$ cat config.mk
export PLATFORM = sky130hd
export DESIGN_NAME = sar_conv_seq
export DESIGN_NICKNAME = d
export VERILOG_FILES = /design/src/rtl/sar_seq_pkg.sv /design/src/rtl/sar_frame_timer.sv /design/src/rtl/sar_bit_register.sv /design/src/rtl/sar_conv_seq.sv
export SDC_FILE = /design/constraint.sdc
export NUM_CORES = 1
export LEC_CHECK = 0
export ABC_CLOCK_PERIOD_IN_PS = 3500
export BUFFER_PORTS_ARGS = -buffer_cell sky130_fd_sc_hd__buf_2
export CORE_MARGIN = 5
export CORE_UTILIZATION = 25
export DETAILED_ROUTE_END_ITERATION = 10
export PLACE_DENSITY = 0.45
export SYNTH_ARGS = -nofsm -noshare
export SYNTH_HDL_FRONTEND = slang
export SYNTH_SLANG_ARGS = --single-unit
$ cat constraint.sdc
create_clock -name clk -period 3.5 [get_ports clk]
set_input_delay 0.35 -clock clk [delete_from_list [all_inputs] [get_ports clk]]
set_output_delay 0.35 -clock clk [all_outputs]
set_load 0.01 [all_outputs]
$ cat src/rtl/sar_seq_pkg.sv
// Shared types for the successive-approximation sequencer.
// Assumes: nothing beyond IEEE 1800-2017 packages.
package sar_seq_pkg;

    // Top-level control states of the frame timer.
    typedef enum logic [1:0] {
        ST_IDLE = 2'd0,
        ST_ARM  = 2'd1,
        ST_RUN  = 2'd2
    } seq_state_t;

endpackage

$ cat src/rtl/sar_frame_timer.sv
// Frame timer: it sequences idle -> arming -> repeated fixed-length frames
// and decodes the frame phase into sample, bit, and end-of-conversion windows.
// Assumes: FRAME_CYC >= SAMPLE_CYC + NBITS + 1. Any spare cycles after the
// end cycle are idle settle cycles with the preamplifier held in reset.
module sar_frame_timer
    import sar_seq_pkg::*;
#(
    parameter int unsigned NBITS      = 8,
    parameter int unsigned SAMPLE_CYC = 3,
    parameter int unsigned FRAME_CYC  = 12,
    parameter int unsigned ARM_CYC    = 2,
    localparam int unsigned PH_W      = $clog2(FRAME_CYC),
    localparam int unsigned IDX_W     = $clog2(NBITS)
) (
    input  logic             clk,
    input  logic             rst_n,
    input  logic             run_en,
    output logic             arming,
    output logic             samp_on,
    output logic             bit_active,
    output logic             is_lsb,
    output logic [IDX_W-1:0] bit_idx,
    output logic             eoc,
    output logic             pre_rst
);

    localparam int unsigned AW     = $clog2(ARM_CYC + 1);
    localparam int unsigned EOC_PH = SAMPLE_CYC + NBITS;
    localparam logic [PH_W-1:0] PH_LAST  = PH_W'(FRAME_CYC - 1);
    localparam logic [PH_W-1:0] PH_SAMP  = PH_W'(SAMPLE_CYC);
    localparam logic [PH_W-1:0] PH_EOC   = PH_W'(EOC_PH);
    localparam logic [PH_W-1:0] PH_LSB   = PH_W'(EOC_PH - 1);
    localparam logic [AW-1:0]   ARM_LAST = AW'(ARM_CYC - 1);

    seq_state_t      state;
    logic [PH_W-1:0] phase;
    logic [AW-1:0]   arm_cnt;
    logic            in_run;

    // Advance the control state, the arming count and the frame phase.
    always_ff @(posedge clk) begin
        if (!rst_n) begin
            state   <= ST_IDLE;
            phase   <= '0;
            arm_cnt <= '0;
        end else begin
            unique case (state)
                ST_IDLE: begin
                    if (run_en) begin
                        state   <= ST_ARM;
                        arm_cnt <= '0;
                    end
                end
                ST_ARM: begin
                    if (arm_cnt == ARM_LAST) begin
                        state <= ST_RUN;
                        phase <= '0;
                    end else begin
                        arm_cnt <= arm_cnt + 1'b1;
                    end
                end
                ST_RUN: begin
                    if (phase == PH_LAST) begin
                        phase <= '0;
                        if (!run_en) state <= ST_IDLE;
                    end else begin
                        phase <= phase + 1'b1;
                    end
                end
                default: state <= ST_IDLE;
            endcase
        end
    end

    // Decode the phase into the per-window controls.
    always_comb begin
        in_run     = (state == ST_RUN);
        arming     = (state == ST_ARM);
        samp_on    = in_run && (phase < PH_SAMP);
        bit_active = in_run && (phase >= PH_SAMP) && (phase < PH_EOC);
        is_lsb     = in_run && (phase == PH_LSB);
        eoc        = in_run && (phase == PH_EOC);
        pre_rst    = in_run && !bit_active;
        bit_idx    = IDX_W'(PH_LSB - phase);
    end

endmodule

$ cat src/rtl/sar_bit_register.sv
// Successive-approximation register: it builds the trial word, records each
// comparator decision and loads the result in one step on the LSB decision.
// Assumes: a comparator output of 1 means the trial word is above the input.
// The working bits are cleared during the sample window.
module sar_bit_register #(
    parameter int unsigned NBITS  = 8,
    localparam int unsigned IDX_W = $clog2(NBITS)
) (
    input  logic             clk,
    input  logic             rst_n,
    input  logic             samp_on,
    input  logic             bit_active,
    input  logic             is_lsb,
    input  logic [IDX_W-1:0] bit_idx,
    input  logic             cmp_out,
    output logic [NBITS-1:0] dac_word,
    output logic [NBITS-1:0] result
);

    logic [NBITS-1:0] work;
    logic [NBITS-1:0] hit;
    logic [NBITS-1:0] trial;
    logic [NBITS-1:0] decided;

    // Per-bit trial and decision slices.
    for (genvar b = 0; b < NBITS; b++) begin : g_bit
        assign hit[b]     = bit_active && (bit_idx == IDX_W'(b));
        assign trial[b]   = work[b] | hit[b];
        assign decided[b] = hit[b] ? ~cmp_out : work[b];
    end

    // Drive the switches only during bit trials; ground them otherwise.
    assign dac_word = bit_active ? trial : '0;

    // Keep the decided bits of the running conversion.
    always_ff @(posedge clk) begin
        if (!rst_n) begin
            work <= '0;
        end else if (samp_on) begin
            work <= '0;
        end else if (bit_active) begin
            work <= decided;
        end
    end

    // Load the finished code in one step when the LSB is decided.
    always_ff @(posedge clk) begin
        if (!rst_n) begin
            result <= '0;
        end else if (is_lsb) begin
            result <= decided;
        end
    end

endmodule

$ cat src/rtl/sar_conv_seq.sv
// Top of the conversion sequencer: it joins the frame timer and the
// approximation register and exposes the switch and strobe controls.
// Assumes: run_en and cmp_out are synchronous to clk.
module sar_conv_seq #(
    parameter int unsigned NBITS      = 8,
    parameter int unsigned SAMPLE_CYC = 3,
    parameter int unsigned FRAME_CYC  = 12,
    parameter int unsigned ARM_CYC    = 2
) (
    input  logic             clk,
    input  logic             rst_n,
    input  logic             run_en,
    input  logic             cmp_out,
    output logic             arming,
    output logic             samp_on,
    output logic             pre_rst,
    output logic             lat_stb,
    output logic [NBITS-1:0] dac_word,
    output logic             eoc,
    output logic [NBITS-1:0] result
);

    localparam int unsigned IDX_W = $clog2(NBITS);

    logic             bit_active;
    logic             is_lsb;
    logic [IDX_W-1:0] bit_idx;

    sar_frame_timer #(
        .NBITS      (NBITS),
        .SAMPLE_CYC (SAMPLE_CYC),
        .FRAME_CYC  (FRAME_CYC),
        .ARM_CYC    (ARM_CYC)
    ) u_timer (
        .clk        (clk),
        .rst_n      (rst_n),
        .run_en     (run_en),
        .arming     (arming),
        .samp_on    (samp_on),
        .bit_active (bit_active),
        .is_lsb     (is_lsb),
        .bit_idx    (bit_idx),
        .eoc        (eoc),
        .pre_rst    (pre_rst)
    );

    sar_bit_register #(
        .NBITS (NBITS)
    ) u_sar (
        .clk        (clk),
        .rst_n      (rst_n),
        .samp_on    (samp_on),
        .bit_active (bit_active),
        .is_lsb     (is_lsb),
        .bit_idx    (bit_idx),
        .cmp_out    (cmp_out),
        .dac_word   (dac_word),
        .result     (result)
    );

    // The latch strobes once per bit decision.
    assign lat_stb = bit_active;

endmodule

### Word-level counts from Yosys, hierarchy flattened

Index checks and enable logic that the tools add are counted.

| storage, ports and cells | value |
|---|---|
| flip-flop bits (word level) | 24 |
| bits of input ports | 4 |
| output and inout port bits | 21 |

| cells by class | value |
|---|---|
| $add $sub $neg | 3 |
| order comparisons | 3 |
| equal/unequal tests | 17 |
| muxes and demuxes | 20 |
| bitwise logic cells | 10 |
| reductions and logical operators | 23 |

Operator list:

| cell | number |
|---|---|
| logical AND 1 bit | 14 |
| equality test 3 bit, second input constant | 4 |
| two-way mux 2 bit | 6 |
| equality test 4 bit, second input constant | 2 |
| two-way mux 1 bit | 8 |
| two-way mux 4 bit | 2 |
| two-way mux 8 bit | 1 |
| != test 2 bit, second input constant | 4 |
| bitwise OR 1 bit | 8 |
| case mux 4 bit (2 select lines) | 1 |
| equality test 3 x 2 -> 1 bit, second input constant | 2 |
| case mux 2 bit (3 select lines) | 1 |
| adder 4 x 1 -> 4 bit, second input constant | 1 |
| equality test 2 x 1 -> 1 bit, second input constant | 2 |
| >= comparator 4 x 2 -> 1 bit, second input constant | 1 |
| less-than comparator 4 x 2 -> 1 bit, second input constant | 1 |
| less-than comparator 4 bit, second input constant | 1 |
| case mux 2 bit (2 select lines) | 1 |
| AND reduction 4 bit | 1 |
| nonzero test 2 bit | 2 |
| equality test 3 x 1 -> 1 bit, second input constant | 1 |
| zero test 3 bit | 1 |
| AND reduction 3 bit | 1 |
| subtractor 2 x 3 -> 3 bit, first input constant | 1 |
| 8 further kinds | 9 |

### Logic depth before layout (Yosys ltp)

| logic depth | value |
|---|---|
| depth after elaboration | 6 |
| mapped depth | 8 |

### By module

Synthesis repeated with hierarchy kept, for this count alone.

| unflattened totals | value |
|---|---|
| cells, all modules | 164 |
| area total of the unflattened synthesis | 1422.6 sq um |

Modules (own cells, without submodules):

| module | instances | cells each | area an instance (sq um) |
|---|---|---|---|
| sar_bit_register | 1 | 98 | 904.6 |
| sar_frame_timer | 1 | 66 | 518.0 |

### Worst setup path after synthesis

Ideal clock, no wire load.

| timing path | value |
|---|---|
| kind | register -> output |
| from | register u_timer.phase[0] |
| to | output dac_word[0] |
| data arrival time | 1553 ps |
| data required time | 3150 ps |
| path slack | 1597 ps |
| stages on the path, launching flop included | 8 |
| path buffers | 2 |
| cell sequence | dfxtp_1 > ha_1 > buf_2 > nor3b_2 > buf_2 > o21ai_0 > o21a_1 > nor2_1 |

| between the ends | value |
|---|---|
| longest elaborated chain between the ends | 6 |
| elaborated cells between the ends (all ways) | 9 |

RTL lines:

| what | RTL line | RTL |
|---|---|---|
| start, declared | sar_frame_timer.sv:36 | `logic [PH_W-1:0] phase;` |
| start signal, assigned | sar_frame_timer.sv:67 | `phase <= phase + 1'b1;` |
| >= comparator 4 x 2 -> 1 bit | sar_frame_timer.sv:80 | `bit_active = in_run && (phase >= PH_SAMP) && (phase < PH_EOC);` |
| logical AND 1 bit (2 in series) | sar_frame_timer.sv:80 |  |
| logical AND 1 bit | sar_bit_register.sv:27 | `assign hit[b] = bit_active && (bit_idx == IDX_W'(b));` |
| bitwise OR 1 bit | sar_bit_register.sv:28 | `assign trial[b] = work[b] \| hit[b];` |
| two-way mux 8 bit * | sar_bit_register.sv:33 | `assign dac_word = bit_active ? trial : '0;` |
| end, declared | sar_conv_seq.sv:18 | `output logic [NBITS-1:0] dac_word,` |

Mark *: on every way between the ends. The rest lies on a longest branch, timed or not.

### Final worst setup path

| timing path | value |
|---|---|
| from | register u_timer.phase[3] |
| to | output dac_word[1] |

| between the ends | value |
|---|---|
| longest elaborated chain between the ends | 6 |
| elaborated cells between the ends (all ways) | 7 |

RTL lines:

| what | RTL line |
|---|---|
| >= comparator 4 x 2 -> 1 bit | sar_frame_timer.sv:80 |
| logical AND 1 bit | sar_frame_timer.sv:80 |
| logical AND 1 bit * | sar_frame_timer.sv:80 |
| logical AND 1 bit | sar_bit_register.sv:27 |
| bitwise OR 1 bit | sar_bit_register.sv:28 |
| two-way mux 8 bit * | sar_bit_register.sv:33 |

Marked as above.

==> run_results.csv <==
group,metric,value,unit
synth,yosys-top-cells-area,"dfxtp_1 (33%), a21oi_1 (5.9%), a22oi_1 (5.7%)",
synth,ys_seq_elements,24,
detailed_routing,drt-initial-drc-count,86,
detailed_routing,vias,1288,
cells_and_area,drive_above_1_share,0.166,
timing,hold_viol_final,0,
status,status,"completed",
detailed_routing,drt_wl_total,3630,um
clocking,cts_resized,0,
pwr,intPower,0.367,mW
critical_path,r2r_slack,1.34,ns
pwr,peakVddDrop,0.0853,mV
synth,avgSynthCellArea,8.31,um^2
timing,fin_skew,0.00529,ns
pwr,seqPwrFrac,0.580,
cells_and_area,fillers,636,
min_path,min_path_cells,3,
cells_and_area,areaGrowthSynthToFinish,13.6,%
clocking,cts_hold_buf,0,
synth,yosysSeqAreaShare,0.334,
critical_path,cp.arrival,2.36,ns
critical_path,crit_path_end_kind,"primary output",
timing,setup_viol,0,
synth,synthArstFlopShare,0,
timing,post-route-min-period,2.71,ns
cells_and_area,multiInputGateArea,875,um^2
floorplan,initial_core_util,0.259,
critical_path,crit_path_cell_trace,"nor3b_2 > o21ai_0 > o21a_1 > nor2_1 > buf_2",
critical_path,crit_cells,5,
grt,grt_use_total,0.102,
clocking,htreeDepth,1,
synth,synth_top_area_share,0.334,
clocking,worstSkewPairLatency,0.27,ns
pwr,combPwrFrac,0.075,
floorplan,die_x,85.8,um
detailed_routing,first_pass_iters,4,
synth,yosysUniqueCellTypes,39,
clocking,clock_sinks,24,
detailed_routing,vias_per_cell,4.97,
grt,grt_pass1_wl,6070,um
synth,yosys_warnings,0,
clocking,cts_buffer_depth,2,
pwr,p_clk_frac,0.345,
placed_design,gp_congestion,0.798,
grt,grt_antenna_before_repair,0,
critical_path,required,3.15,ns
floorplan,rows,27,
detailed_routing,post_drt_wl_per_cell,14.0,um
cells_and_area,diodes,0,
pwr,power.density,296,nW/um^2
synth,yosys_most_used_dff,"dfxtp_1",
timing,maxSlewHeadroom,0.473,
pwr,power.leakage,0.654,nW
timing,period_share,0.775,
critical_path,crit_type,"register to primary output",
detailed_routing,drtAntennaViolNets,0,
min_path,hold_path_class,"input pin to register",
placed_design,dp_hpwl,2670,um
floorplan,die-area,7370,um^2
timing,slew_viol_final,0,
synth,synth_area,1440,um^2
synth,postSynthNetCount,183,
pwr,sw_frac_of_total,0.242,
grt,grt-ovfl-total,0,
clocking,cts_buffers,3,
synth,netlist_instances,173,
critical_path,crit_family,"simple AND/OR/NAND/NOR gates",
critical_path,critPathMaxStageDelay,0.77,ns
detailed_routing,top_layer,"met4",
synth,yosys.area.top_type,"dfxtp_1",
timing,rsz0062_at_grt,"false",
detailed_routing,drc,0,
detailed_routing,met1_length,1740,um
cells_and_area,regArea,480,um^2
detailed_routing,met3_length,61,um
timing,worstMarginPinSlew,0.787,ns
clocking,clk_pin_slew_worst_paths,0.09,ns
timing,fin_setup_tns,0,ns
critical_path,critPathBufInv,1,
cells_and_area,nets,199,
placed_design,io_buffer_count,24,
grt,grt_start_max_net_pins,21,
timing,fmax,0.369,GHz
pwr,power.switching,0.117,mW
floorplan,ios,25,
detailed_routing,met2_length,1760,um
critical_path,cpMaxStageDelayCell,"nor3b_2",
grt,grt_pass1_vias,1224,
critical_path,startpoint_type,"register",
flow_run,cap_violations,0,
floorplan,die_h,85.8,um
clocking,cts_root_buf,"clkbuf_8",
synth,synth_edf_count,0,
critical_path,crit_fanout,20,
clocking,cts_setup_buffers,0,
clocking,cts_tree,"built",
floorplan,fp.coreArea,5540,um^2
pwr,p_total,0.484,mW
critical_path,ff2ff_path_depth,5,
## state kept, by name, indices dropped and copies added (netlist names)
signal / count
u_sar.work: 8
u_timer.arm_cnt: 2
u_timer.phase: 4
u_sar.result: 8
u_timer.state: 2
## cell usage after synthesis (5+ instances only)
| master | instances |
|---|---|
| dfxtp_1 | 24 |
| inv_1 | 5 |
| o21ai_0 | 13 |
| buf_2 | 6 |
| nor2_1 | 17 |
| ha_1 | 6 |
| clkbuf_1 | 7 |
| a21oi_1 | 17 |
| nand2_1 | 6 |
| a22oi_1 | 11 |
| nor2b_1 | 5 |
## worst paths after layout
kind	endpoint	from
worst max register to register	u_sar.work[7]	u_timer.phase[1]
worst min register to register	u_sar.result[0]	u_sar.result[0]
worst max-delay path	dac_word[1]	u_timer.phase[3]
worst min-delay path	u_sar.result[7]	rst_n
## per-stage QoR
step	setup slack (ns)	util	cell area [um^2]	cells	hold slack (ns)
6_report	0.788	0.295	1630	259	0.367
5_1_grt	0.476	0.295	1630	259	0.377
4_1_cts	0.759	0.295	1630	259	0.366
3_5_place_dp	1.08	0.287	1590	256	0.447
3_3_place_gp	1.05	0.287	1590	256	0.448
2_1_floorplan	1.60	-	1440	173	0.465
## worst register-to-register path, cell delays in order, from the launching register on
cell and delay, ns:
dfxtp_1 0.44, ha_1 0.47, or2_1 0.40, nor3_1 0.12, nand2b_1 0.34, a311oi_1 0.32
## layout by cell type, fill, tap and decap left out, drive strengths merged, types with 2 or more instances in the layout
| cell | Yosys | routed |
|---|---|---|
| and3 | 2 | 2 |
| inv | 5 | 5 |
| ha | 6 | 6 |
| nor3 | 4 | 4 |
| a2bb2oi | 4 | 4 |
| a21oi | 17 | 17 |
| buf | 7 | 25 |
| o211a | 3 | 3 |
| or2 | 2 | 2 |
| o21a | 4 | 4 |
| clkbuf | 7 | 3 |
| o211ai | 3 | 3 |
| o21ai | 13 | 13 |
| dfxtp | 24 | 24 |
| and2 | 2 | 2 |
| nand2b | 2 | 2 |
| o2111ai | 3 | 3 |
| nand3 | 3 | 3 |
| nor3b | 6 | 6 |
| a22oi | 11 | 11 |
| nand2 | 6 | 6 |
| nor2b | 5 | 5 |
| a311oi | 4 | 4 |
| or3 | 2 | 2 |
| nor2 | 17 | 17 |
## final cells by class
type / instances / share of cell area
multi-input cells: 130 / 0.536
flip-flops and latches: 24 / 0.294
repair buffers: 25 / 0.0782
well taps: 72 / 0.0552
clock buffers: 3 / 0.0253
inverters: 5 / 0.0115
## power by group through the flow
| stage | combinational [mW] | sequential [mW] | clock [mW] |
|---|---|---|---|
| 2_1_floorplan | 0.0262 | 0.286 | 0 |
| 3_3_place_gp | 0.0364 | 0.287 | 0 |
| 3_5_place_dp | 0.0364 | 0.287 | 0 |
| 4_1_cts | 0.0365 | 0.281 | 0.174 |
| 5_1_grt | 0.0414 | 0.282 | 0.183 |
| 6_report | 0.0361 | 0.281 | 0.167 |
## logic make-up after synthesis
group           after synthesis  share of synthesized area
compound gates               66                      0.307
simple gates                 55                      0.217
flops                        24                      0.334
buf+inv                      19                     0.0574
fa+ha+maj                     6                     0.0522
xor+xnor                      2                     0.0252
mux                           1                    0.00696
## per-layer routing
layer / up-vias / GRT usage
met2: 11 / 0.169
met5: - / 0
met3: 5 / 0.0125
met1: 603 / 0.134
li1: 669 / -
met4: 0 / 0.0432
(Power assumes the default switching activity.)
